--- src/rtl/cif_pkg.sv ---
package cif_pkg;
  localparam int unsigned ID_W = 10;
  localparam logic [ID_W-1:0] SPURIOUS_ID = 10'd1023;
  localparam logic [ID_W-1:0] MAX_VALID_ID = 10'd1020;

  typedef enum logic [1:0] {
    REG_CTRL  = 2'd0,
    REG_PMASK = 2'd1,
    REG_ACK   = 2'd2,
    REG_EOI   = 2'd3
  } reg_addr_e;
endpackage

--- src/rtl/cif_prio_filter.sv ---
module cif_prio_filter
  import cif_pkg::*;
#(
  parameter int unsigned PRIO_W = 8
) (
  input  logic              en_i,
  input  logic              valid_i,
  input  logic [ID_W-1:0]   id_i,
  input  logic [PRIO_W-1:0] prio_i,
  input  logic [PRIO_W-1:0] pmask_i,
  input  logic [PRIO_W:0]   run_prio_i,
  input  logic              room_i,
  output logic              pass_o
);
  logic id_ok, below_mask, above_run;

  assign id_ok      = (id_i <= MAX_VALID_ID);
  assign below_mask = (prio_i < pmask_i);
  assign above_run  = ({1'b0, prio_i} < run_prio_i);
  assign pass_o     = en_i & valid_i & id_ok & below_mask & above_run & room_i;
endmodule

--- src/rtl/cif_active_stack.sv ---
module cif_active_stack
  import cif_pkg::*;
#(
  parameter int unsigned DEPTH  = 4,
  parameter int unsigned PRIO_W = 8,
  localparam int unsigned CNT_W = $clog2(DEPTH + 1)
) (
  input  logic              clk_i,
  input  logic              rst_ni,
  input  logic              push_i,
  input  logic [ID_W-1:0]   push_id_i,
  input  logic [PRIO_W-1:0] push_prio_i,
  input  logic              pop_i,
  output logic              full_o,
  output logic              empty_o,
  output logic [ID_W-1:0]   top_id_o,
  output logic [PRIO_W:0]   run_prio_o,
  output logic [CNT_W-1:0]  depth_o
);
  logic [ID_W-1:0]   id_q [DEPTH];
  logic [PRIO_W-1:0] pr_q [DEPTH];
  logic [CNT_W-1:0]  cnt_q;

  assign full_o     = (cnt_q == CNT_W'(DEPTH));
  assign empty_o    = (cnt_q == '0);
  assign top_id_o   = id_q[0];
  assign run_prio_o = empty_o ? {1'b1, {PRIO_W{1'b0}}} : {1'b0, pr_q[0]};
  assign depth_o    = cnt_q;

  // entry 0 is the most recently acknowledged interrupt
  for (genvar i = 0; i < DEPTH; i++) begin : g_ent
    logic [ID_W-1:0]   id_below;
    logic [PRIO_W-1:0] pr_below;
    if (i == DEPTH - 1) begin : g_last
      assign id_below = '0;
      assign pr_below = '0;
    end else begin : g_mid
      assign id_below = id_q[i+1];
      assign pr_below = pr_q[i+1];
    end
    always_ff @(posedge clk_i or negedge rst_ni) begin
      if (!rst_ni) begin
        id_q[i] <= '0;
        pr_q[i] <= '0;
      end else if (push_i) begin
        if (i == 0) begin
          id_q[i] <= push_id_i;
          pr_q[i] <= push_prio_i;
        end else begin
          id_q[i] <= id_q[(i == 0) ? 0 : i-1];
          pr_q[i] <= pr_q[(i == 0) ? 0 : i-1];
        end
      end else if (pop_i) begin
        id_q[i] <= id_below;
        pr_q[i] <= pr_below;
      end
    end
  end

  always_ff @(posedge clk_i or negedge rst_ni) begin
    if (!rst_ni)     cnt_q <= '0;
    else if (push_i) cnt_q <= cnt_q + 1'b1;
    else if (pop_i)  cnt_q <= cnt_q - 1'b1;
  end

  assert_no_overflow_R10: assert property (@(posedge clk_i) disable iff (!rst_ni)
    push_i |-> !full_o);
  assert_no_underflow_R7: assert property (@(posedge clk_i) disable iff (!rst_ni)
    pop_i |-> !empty_o);
  assert_single_op_R7: assert property (@(posedge clk_i) disable iff (!rst_ni)
    !(push_i && pop_i));
endmodule

--- src/rtl/cpu_irq_iface.sv ---
module cpu_irq_iface
  import cif_pkg::*;
#(
  parameter int unsigned PRIO_W = 8,
  parameter int unsigned DEPTH  = 4,
  localparam int unsigned DATA_W = 32,
  localparam int unsigned CNT_W  = $clog2(DEPTH + 1)
) (
  input  logic              clk_i,
  input  logic              rst_ni,
  input  logic              cand_valid_i,
  input  logic [ID_W-1:0]   cand_id_i,
  input  logic [PRIO_W-1:0] cand_prio_i,
  input  logic              req_i,
  input  logic              we_i,
  input  logic [1:0]        addr_i,
  input  logic [DATA_W-1:0] wdata_i,
  output logic [DATA_W-1:0] rdata_o,
  output logic              rvalid_o,
  output logic              irq_o,
  output logic              ack_o,
  output logic [ID_W-1:0]   ack_id_o
);
  logic              en_q;
  logic [PRIO_W-1:0] pmask_q;
  logic [DATA_W-1:0] rdata_q, rdata_d;
  logic              rvalid_q, ack_q;
  logic [ID_W-1:0]   ack_id_q;

  logic              pass, full, empty;
  logic [ID_W-1:0]   top_id;
  logic [PRIO_W:0]   run_prio;
  logic [CNT_W-1:0]  depth;
  logic              rd, wr, rd_ack, push, pop;
  reg_addr_e         addr;

  assign addr   = reg_addr_e'(addr_i);
  assign rd     = req_i & ~we_i;
  assign wr     = req_i & we_i;
  assign rd_ack = rd & (addr == REG_ACK);
  assign push   = rd_ack & pass;
  assign pop    = wr & (addr == REG_EOI) & ~empty
                & (wdata_i[DATA_W-1:ID_W] == '0) & (wdata_i[ID_W-1:0] == top_id);

  cif_prio_filter #(.PRIO_W(PRIO_W)) u_filter (
    .en_i      (en_q),
    .valid_i   (cand_valid_i),
    .id_i      (cand_id_i),
    .prio_i    (cand_prio_i),
    .pmask_i   (pmask_q),
    .run_prio_i(run_prio),
    .room_i    (~full),
    .pass_o    (pass)
  );

  cif_active_stack #(.DEPTH(DEPTH), .PRIO_W(PRIO_W)) u_stack (
    .clk_i      (clk_i),
    .rst_ni     (rst_ni),
    .push_i     (push),
    .push_id_i  (cand_id_i),
    .push_prio_i(cand_prio_i),
    .pop_i      (pop),
    .full_o     (full),
    .empty_o    (empty),
    .top_id_o   (top_id),
    .run_prio_o (run_prio),
    .depth_o    (depth)
  );

  always_comb begin
    rdata_d = '0;
    unique case (addr)
      REG_CTRL:  rdata_d = DATA_W'(en_q);
      REG_PMASK: rdata_d = DATA_W'(pmask_q);
      REG_ACK:   rdata_d = DATA_W'(pass ? cand_id_i : SPURIOUS_ID);
      REG_EOI:   rdata_d = '0;
    endcase
  end

  always_ff @(posedge clk_i or negedge rst_ni) begin
    if (!rst_ni) begin
      en_q     <= 1'b0;
      pmask_q  <= '0;
      rdata_q  <= '0;
      rvalid_q <= 1'b0;
      ack_q    <= 1'b0;
      ack_id_q <= '0;
    end else begin
      rvalid_q <= rd;
      ack_q    <= push;
      if (rd)   rdata_q  <= rdata_d;
      if (push) ack_id_q <= cand_id_i;
      if (wr && addr == REG_CTRL)  en_q    <= wdata_i[0];
      if (wr && addr == REG_PMASK) pmask_q <= wdata_i[PRIO_W-1:0];
    end
  end

  assign rdata_o  = rdata_q;
  assign rvalid_o = rvalid_q;
  assign irq_o    = pass;
  assign ack_o    = ack_q;
  assign ack_id_o = ack_id_q;

  assert_irq_gated_R2: assert property (@(posedge clk_i) disable iff (!rst_ni)
    !en_q |-> !irq_o);
  assert_irq_below_mask_R3: assert property (@(posedge clk_i) disable iff (!rst_ni)
    irq_o |-> (cand_prio_i < pmask_q));
  assert_ack_id_R4: assert property (@(posedge clk_i) disable iff (!rst_ni)
    ack_o |-> (rvalid_o && rdata_o == DATA_W'(ack_id_o)));
  assert_spurious_hold_R5: assert property (@(posedge clk_i) disable iff (!rst_ni)
    (rd_ack && !irq_o) |=> (depth == $past(depth) && !ack_o));
  assert_irq_range_R9: assert property (@(posedge clk_i) disable iff (!rst_ni)
    irq_o |-> (cand_id_i <= MAX_VALID_ID));
  assert_full_blocks_R10: assert property (@(posedge clk_i) disable iff (!rst_ni)
    (depth == CNT_W'(DEPTH)) |-> !irq_o);
endmodule

--- config.mk ---
export PLATFORM = sky130hd
export DESIGN_NAME = cpu_irq_iface
export DESIGN_NICKNAME = d
export VERILOG_FILES = /design/src/rtl/cif_pkg.sv /design/src/rtl/cif_prio_filter.sv /design/src/rtl/cif_active_stack.sv /design/src/rtl/cpu_irq_iface.sv
export SDC_FILE = /design/constraint.sdc
export NUM_CORES = 1
export LEC_CHECK = 0
export BUFFER_PORTS_ARGS = -buffer_cell sky130_fd_sc_hd__buf_2
export CAP_MARGIN = 20
export CORE_ASPECT_RATIO = 0.9
export CORE_MARGIN = 2
export CORE_UTILIZATION = 55
export DETAILED_ROUTE_END_ITERATION = 10
export GPL_TIMING_DRIVEN = 0
export PLACE_DENSITY = 0.8
export SLEW_MARGIN = 20
export SYNTH_ARGS = -nofsm -noshare
export SYNTH_HDL_FRONTEND = slang
export SYNTH_SLANG_ARGS = --single-unit
--- constraint.sdc ---
create_clock -name clk_i -period 4.4 [get_ports clk_i]
set_clock_uncertainty 0.2 [all_clocks]
set_input_delay 0.66 -clock clk_i [delete_from_list [all_inputs] [get_ports clk_i]]
set_output_delay 0.66 -clock clk_i [all_outputs]
set_load 0.05 [all_outputs]
# == After elaboration in Yosys (flattened, before gate mapping) ==
# Index checks and enable logic that the tools add are counted.
# totals
ff_bits,128
inputBits,57
output_inout_bits,45
# classes
n_addsub,2
order_cmp,3
eq_ne,5
mux,21
n_bitwise,16
n_reduce_logical,6
# ops
operator,n
32-bit one-hot mux with 4 select lines,1
10-bit 2-to-1 mux,9
8-bit 2-to-1 mux,8
22-bit logical NOT,1
1-bit AND,13
10-bit == test,1
"10-bit less-or-equal comparator, second input constant",1
8-bit by 9-bit < comparator with 1-bit output,1
9-bit 2-to-1 mux,1
8-bit < comparator,1
3-bit 2-to-1 mux,2
"2-bit == test, second input constant",2
"3-bit by 1-bit adder with 3-bit output, second input constant",1
"3-bit == test, second input constant",1
3-bit logical NOT,1
1-bit NOT,3
"3-bit by 1-bit subtractor with 3-bit output, second input constant",1
"2-bit by 1-bit == test with 1-bit output, second input constant",1
1-bit logical AND,2
2-bit logical NOT,1
2-bit nonzero test,1

# == Longest topological paths before layout ==
# logic_depth
ltp_word,7
mapped_depth,15
ltp_nobuf,12

# == Hierarchy ==
# A second synthesis with hierarchy kept.
# unflattened
hier_cells,534
area_unflattened_um2,5475.3
# modules_own_cells
mod,n_inst,cells_per_inst,area_per_inst_um2
cif_active_stack,1,329,3439.5
cpu_irq_iface,1,151,1640.3
cif_prio_filter,1,54,395.4

# == Least setup slack after synthesis ==
# No wires, ideal clock.
# synth_path
path_type,register to register
from,register u_stack.cnt_q[1] (netlist: u_stack.depth_o[1])
to,register u_stack.cnt_q[2] (netlist: u_stack.depth_o[2])
setup_time_ps,123
t_arrival_ps,3092
t_required_ps,4077
path_slack_ps,985
path_stages_with_launch,16
path_buffers,3
synth_period_minus_slack_ps,3415
path_cell_list,dfrtp_1 > or3_1 > buf_4 > nand2_1 > ha_1 > a21oi_1 > o32ai_1 > a2111oi_4 > o2111a_1 > buf_4 > buf_4 > xnor2_1 > ha_1 > nor4bb_1 > a21oi_1 > xnor2_1
# synth_between
elab_chain_len,7
word_cells_on_any_way,17
classes_between,2 x add/sub; 1 x order compare; 1 x eq/ne; 3 x mux; 8 x bitwise; 2 x reduce/logical
# synth_lines
element,line_no,source
start: declaration,cif_active_stack.sv:22,logic [CNT_W-1:0] cnt_q;
start signal: assignment,cif_active_stack.sv:62,else if (push_i) cnt_q <= cnt_q + 1'b1;
start signal: assignment,cif_active_stack.sv:63,else if (pop_i) cnt_q <= cnt_q - 1'b1;
3-bit logical NOT,cif_active_stack.sv:25,assign empty_o = (cnt_q == '0);
9-bit 2-to-1 mux,cif_active_stack.sv:27,"assign run_prio_o = empty_o ? {1'b1, {PRIO_W{1'b0}}} : {1'b0, pr_q[0]};"
8-bit by 9-bit < comparator with 1-bit output,cif_prio_filter.sv:19,"assign above_run = ({1'b0, prio_i} < run_prio_i);"
1-bit AND (2 in a row),cif_prio_filter.sv:20,assign pass_o = en_i & valid_i & id_ok & below_mask & above_run & room_i;
1-bit AND,cpu_irq_iface.sv:41,assign push = rd_ack & pass;
3-bit 2-to-1 mux or 2-bit nonzero test (tied branches),n/a,
# Parallel ways exist; a longest one is shown, timed or not. The select of a mux whose other input is x is not followed.
# A chain may end at the register's enable or synchronous reset.

# == Worst setup path in the final report ==
# layout_path
from,register u_stack.cnt_q[1] (netlist: u_stack.depth_o[1])
to,output irq_o
# layout_between
elab_chain_len,5
word_cells_on_any_way,7
classes_between,1 x order compare; 1 x eq/ne; 1 x mux; 3 x bitwise; 1 x reduce/logical
# layout_lines
element,line_no,source
3-bit logical NOT,cif_active_stack.sv:25,
9-bit 2-to-1 mux,cif_active_stack.sv:27,
8-bit by 9-bit < comparator with 1-bit output,cif_prio_filter.sv:19,
1-bit AND,cif_prio_filter.sv:20,
1-bit AND (*),cif_prio_filter.sv:20,
end: declaration,cpu_irq_iface.sv:20,"output logic irq_o,"
# Mark *: on every way between the ends. The rest lies on a longest branch, timed or not.

==> results.md <==
- TritonCTS Buffers: 9
- Routed WL: ~13 mm
- Hpwl dp: approximately 10 mm
- Initial Utilization: 57.1%
- H-Tree Level Count: 3
- Yosys top cell area share: 50.7%
- Cell Pwr Density: around 390 nW/um2
- Worst setup startpoint: u_stack.depth_o[1]
- Most frequent cell after synthesis: nand2_1
- Iter 0 DRT Violations: around 330
- Crit-path max cell delay: 0.46 ns
- Worst R2R Start: u_stack.depth_o[1]
- Max Cap Violations: 0
- Die extent in x: about 110 um
- CTS sink cnt: 106
- Critical Path End: irq_o
- Flop-to-flop setup slack: between 0.4 and 0.5 ns
- ANT nets after route: 0
- # setup viols final: 0
- Port Buffers: 79
- Fin crit period: 4.09 ns
- Die area: 10300 um2
- Worst-Margin Slew: 0.793 ns
- CTS Root Buffer Type: clkbuf_8
- Synth warn: 0
- Average vias per placed instance: 5.67
- I/O pin cnt: ~100
- Cells resized by post-CTS repair: 0
- Seq cells post-synth: about 110
- Avg WL per Cell: 16.9 um
- Hold_buf cts: 0
- CP max FO: 10
- Tot Pwr: 2.39 mW
- Final core utilization: 66.7%
- Hold Crit Class: in2async
- Synth-to-layout area growth: 16.8%
- Longest Clk Path Bufs: 2
- GPL Wtd Cong: between 0.8 and 0.9
- Skew-Pair Late Insertion Delay: 0.38 ns
- Synth cell count leaders: nand2_1 (147), dfrtp_1 (106), nand3_1 (79), a22oi_1 (50), buf_4 (25)
- Cells along the critical path: or3_1, buf_4, nand2_1, ha_1, a21oi_1, o32ai_1, a2111oi_4, o211ai_1, clkbuf_1, inv_1, buf_2
- GRT Util Overall: 27.4%
- Share of layout cells above drive strength 1: between 20% and 30%
- Fin crit share: 93.0%
- LEAKAGE: 3.28 nW
- Post-synth EDFFs: 0
- CP arrival: about 3.2 ns
- Chip height: 96.5 um
- Relative slew slack: a little under half
- Mapped Cells: 552
- Design area: ~6000 um2
- Initial antenna violation count: 0
- ANT cells: 0
- Core area: 9170 um2
- GR Overflow Total: 0
- Final Hold Viols: 0
- DP Area: 5890 um2
- Dominant synthesized flop cell: dfrtp_1
- Worst-path clk slew: 0.10 ns
- Crit Path Category: reg2out
- Sequential area share after synthesis: approximately half
- Syn_area_per_cell: 9.47 um2
- # DRC: 0
- Largest net degree at the start of global routing: 56
- Slew Viols, Final: 0
- Synth unique cells: 45
- Synth top area cells: dfrtp_1 (51%), nand2_1 (11%), nand3_1 (7.6%)
- Outcome: complete, no violations
- Nets: between 700 and 800
- DR pass1 iterations: 5
- Post-Route Setup TNS: 0 ns
- Worst R2R End: u_stack.depth_o[2]
- Post-Syn Area: 5230 um2
- Crit path max-delay cell type: dfrtp_1
- Cell accounting for the most synthesized area: dfrtp_1
- R2R cell count: 15
- Req. time, crit path: 3.54 ns
- Post-CTS Setup Repair Bufs: 0
- TritonCTS clock tree: yes
- CP endpoint kind: output port
- Async S/R FF share, synth: 100%
- Vias: ~4.5k
- RSZ-0062 raised after global routing: no
- First-pass GRT wire length: 21.5 mm
- Max IR drop VDD: 0.171 mV
- Startpoint Class: flop
- Vias in the first global route: 4223
- Num rows: 33
- Fmax: 244 MHz
## worst max-delay path, delay by kind of cell, from the launching register on
| kind | cells | cell delay, ns |
|---|---|---|
| fa+ha+maj | 1 | 0.24 |
| compound gates | 4 | 0.94 |
| buf+inv | 4 | 0.75 |
| flops | 1 | 0.46 |
| simple gates | 2 | 0.47 |
## worst min path at each step
stage | cells after the start | endpoint | from
floorplan | 0 | ack_id_o[0] | rst_ni
CTS | 1 | ack_id_o[1] | rst_ni
detailed placement | 2 | ack_id_o[5] | ack_id_o[5]
finish | 1 | ack_id_o[1] | rst_ni
global route | 1 | rdata_o[0] | rst_ni
global placement | 2 | rdata_o[8] | rdata_o[8]
## power breakdown
group	switching (mW)	leakage (nW)	internal, mW	total, mW
Clock	0.348	0.112	0.304	0.652
Combinational	0.377	1.73	0.189	0.566
Sequential	0.0996	1.44	1.08	1.18
## cells by family after synthesis
logic type / synth area share (%)
XOR/XNOR: 1.84
other: 0.0717
adder cells (fa/ha/maj): 3.59
buffers and inverters: 7.51
AO/OA/AOI/OAI: 12.1
multiplexers: 2.58
AND/OR/NAND/NOR: 21.6
flip-flops: 50.7
## state kept, by name (all words and copies together) (netlist names)
name                    flops
ack_o                       1
ack_id_o                   10
rdata_o                    10
u_stack.depth_o             3
u_stack.pr_q                8
pmask_q                     8
en_q                        1
u_stack.g_ent.pr_below     24
rvalid_o                    1
u_stack.g_ent.id_below     30
u_stack.top_id_o           10
## metal layers
metal	vias to the layer above	part of all wire, %	GRT usage (%)
li1	2119	-	-
met1	2144	42	35.8
met2	198	47	46.0
met3	26	8.4	5.90
met4	0	2.5	9.31
met5	-	0	0
## placed cells by master, fill, tap and decap left out, types with 3 or more instances in the layout
| master | synthesis | final |
|---|---|---|
| a22oi_1 | 50 | 50 |
| nand2_1 | 147 | 147 |
| inv_1 | 12 | 12 |
| mux2_2 | 8 | 8 |
| buf_2 | 8 | 86 |
| nand4_1 | 5 | 5 |
| mux2i_1 | 3 | 3 |
| o21ai_0 | 14 | 14 |
| buf_4 | 25 | 25 |
| buf_6 | 5 | 6 |
| dfrtp_1 | 106 | 106 |
| xnor2_1 | 11 | 11 |
| conb_1 | 1 | 22 |
| nand3_1 | 79 | 79 |
| clkbuf_8 | 0 | 11 |
| ha_1 | 15 | 15 |
| nor4_1 | 4 | 4 |
| clkbuf_1 | 17 | 17 |
| a21oi_1 | 6 | 6 |
| nor2_1 | 5 | 5 |
## final cells by class
cell class	count	area [um2]
clock inverters	5	67.6
plain buffers	55	348
fillers	705	3060
clock buffers	11	151
repair buffers	80	429
inverters	12	45.0
flip-flops and latches	106	2650
multi-input cells	400	2260
well taps	122	153
## through the flow
stage               setup WS [ns]  cells  hold slack, ns
floorplan                   0.985    573           0.164
global placement            0.661    774           0.246
detailed placement          0.563    775           0.250
CTS                         0.310    791          0.0287
global route               0.0856    791          0.0388
finish                      0.307    791         0.00746
Power figures use the tool's default switching activity.
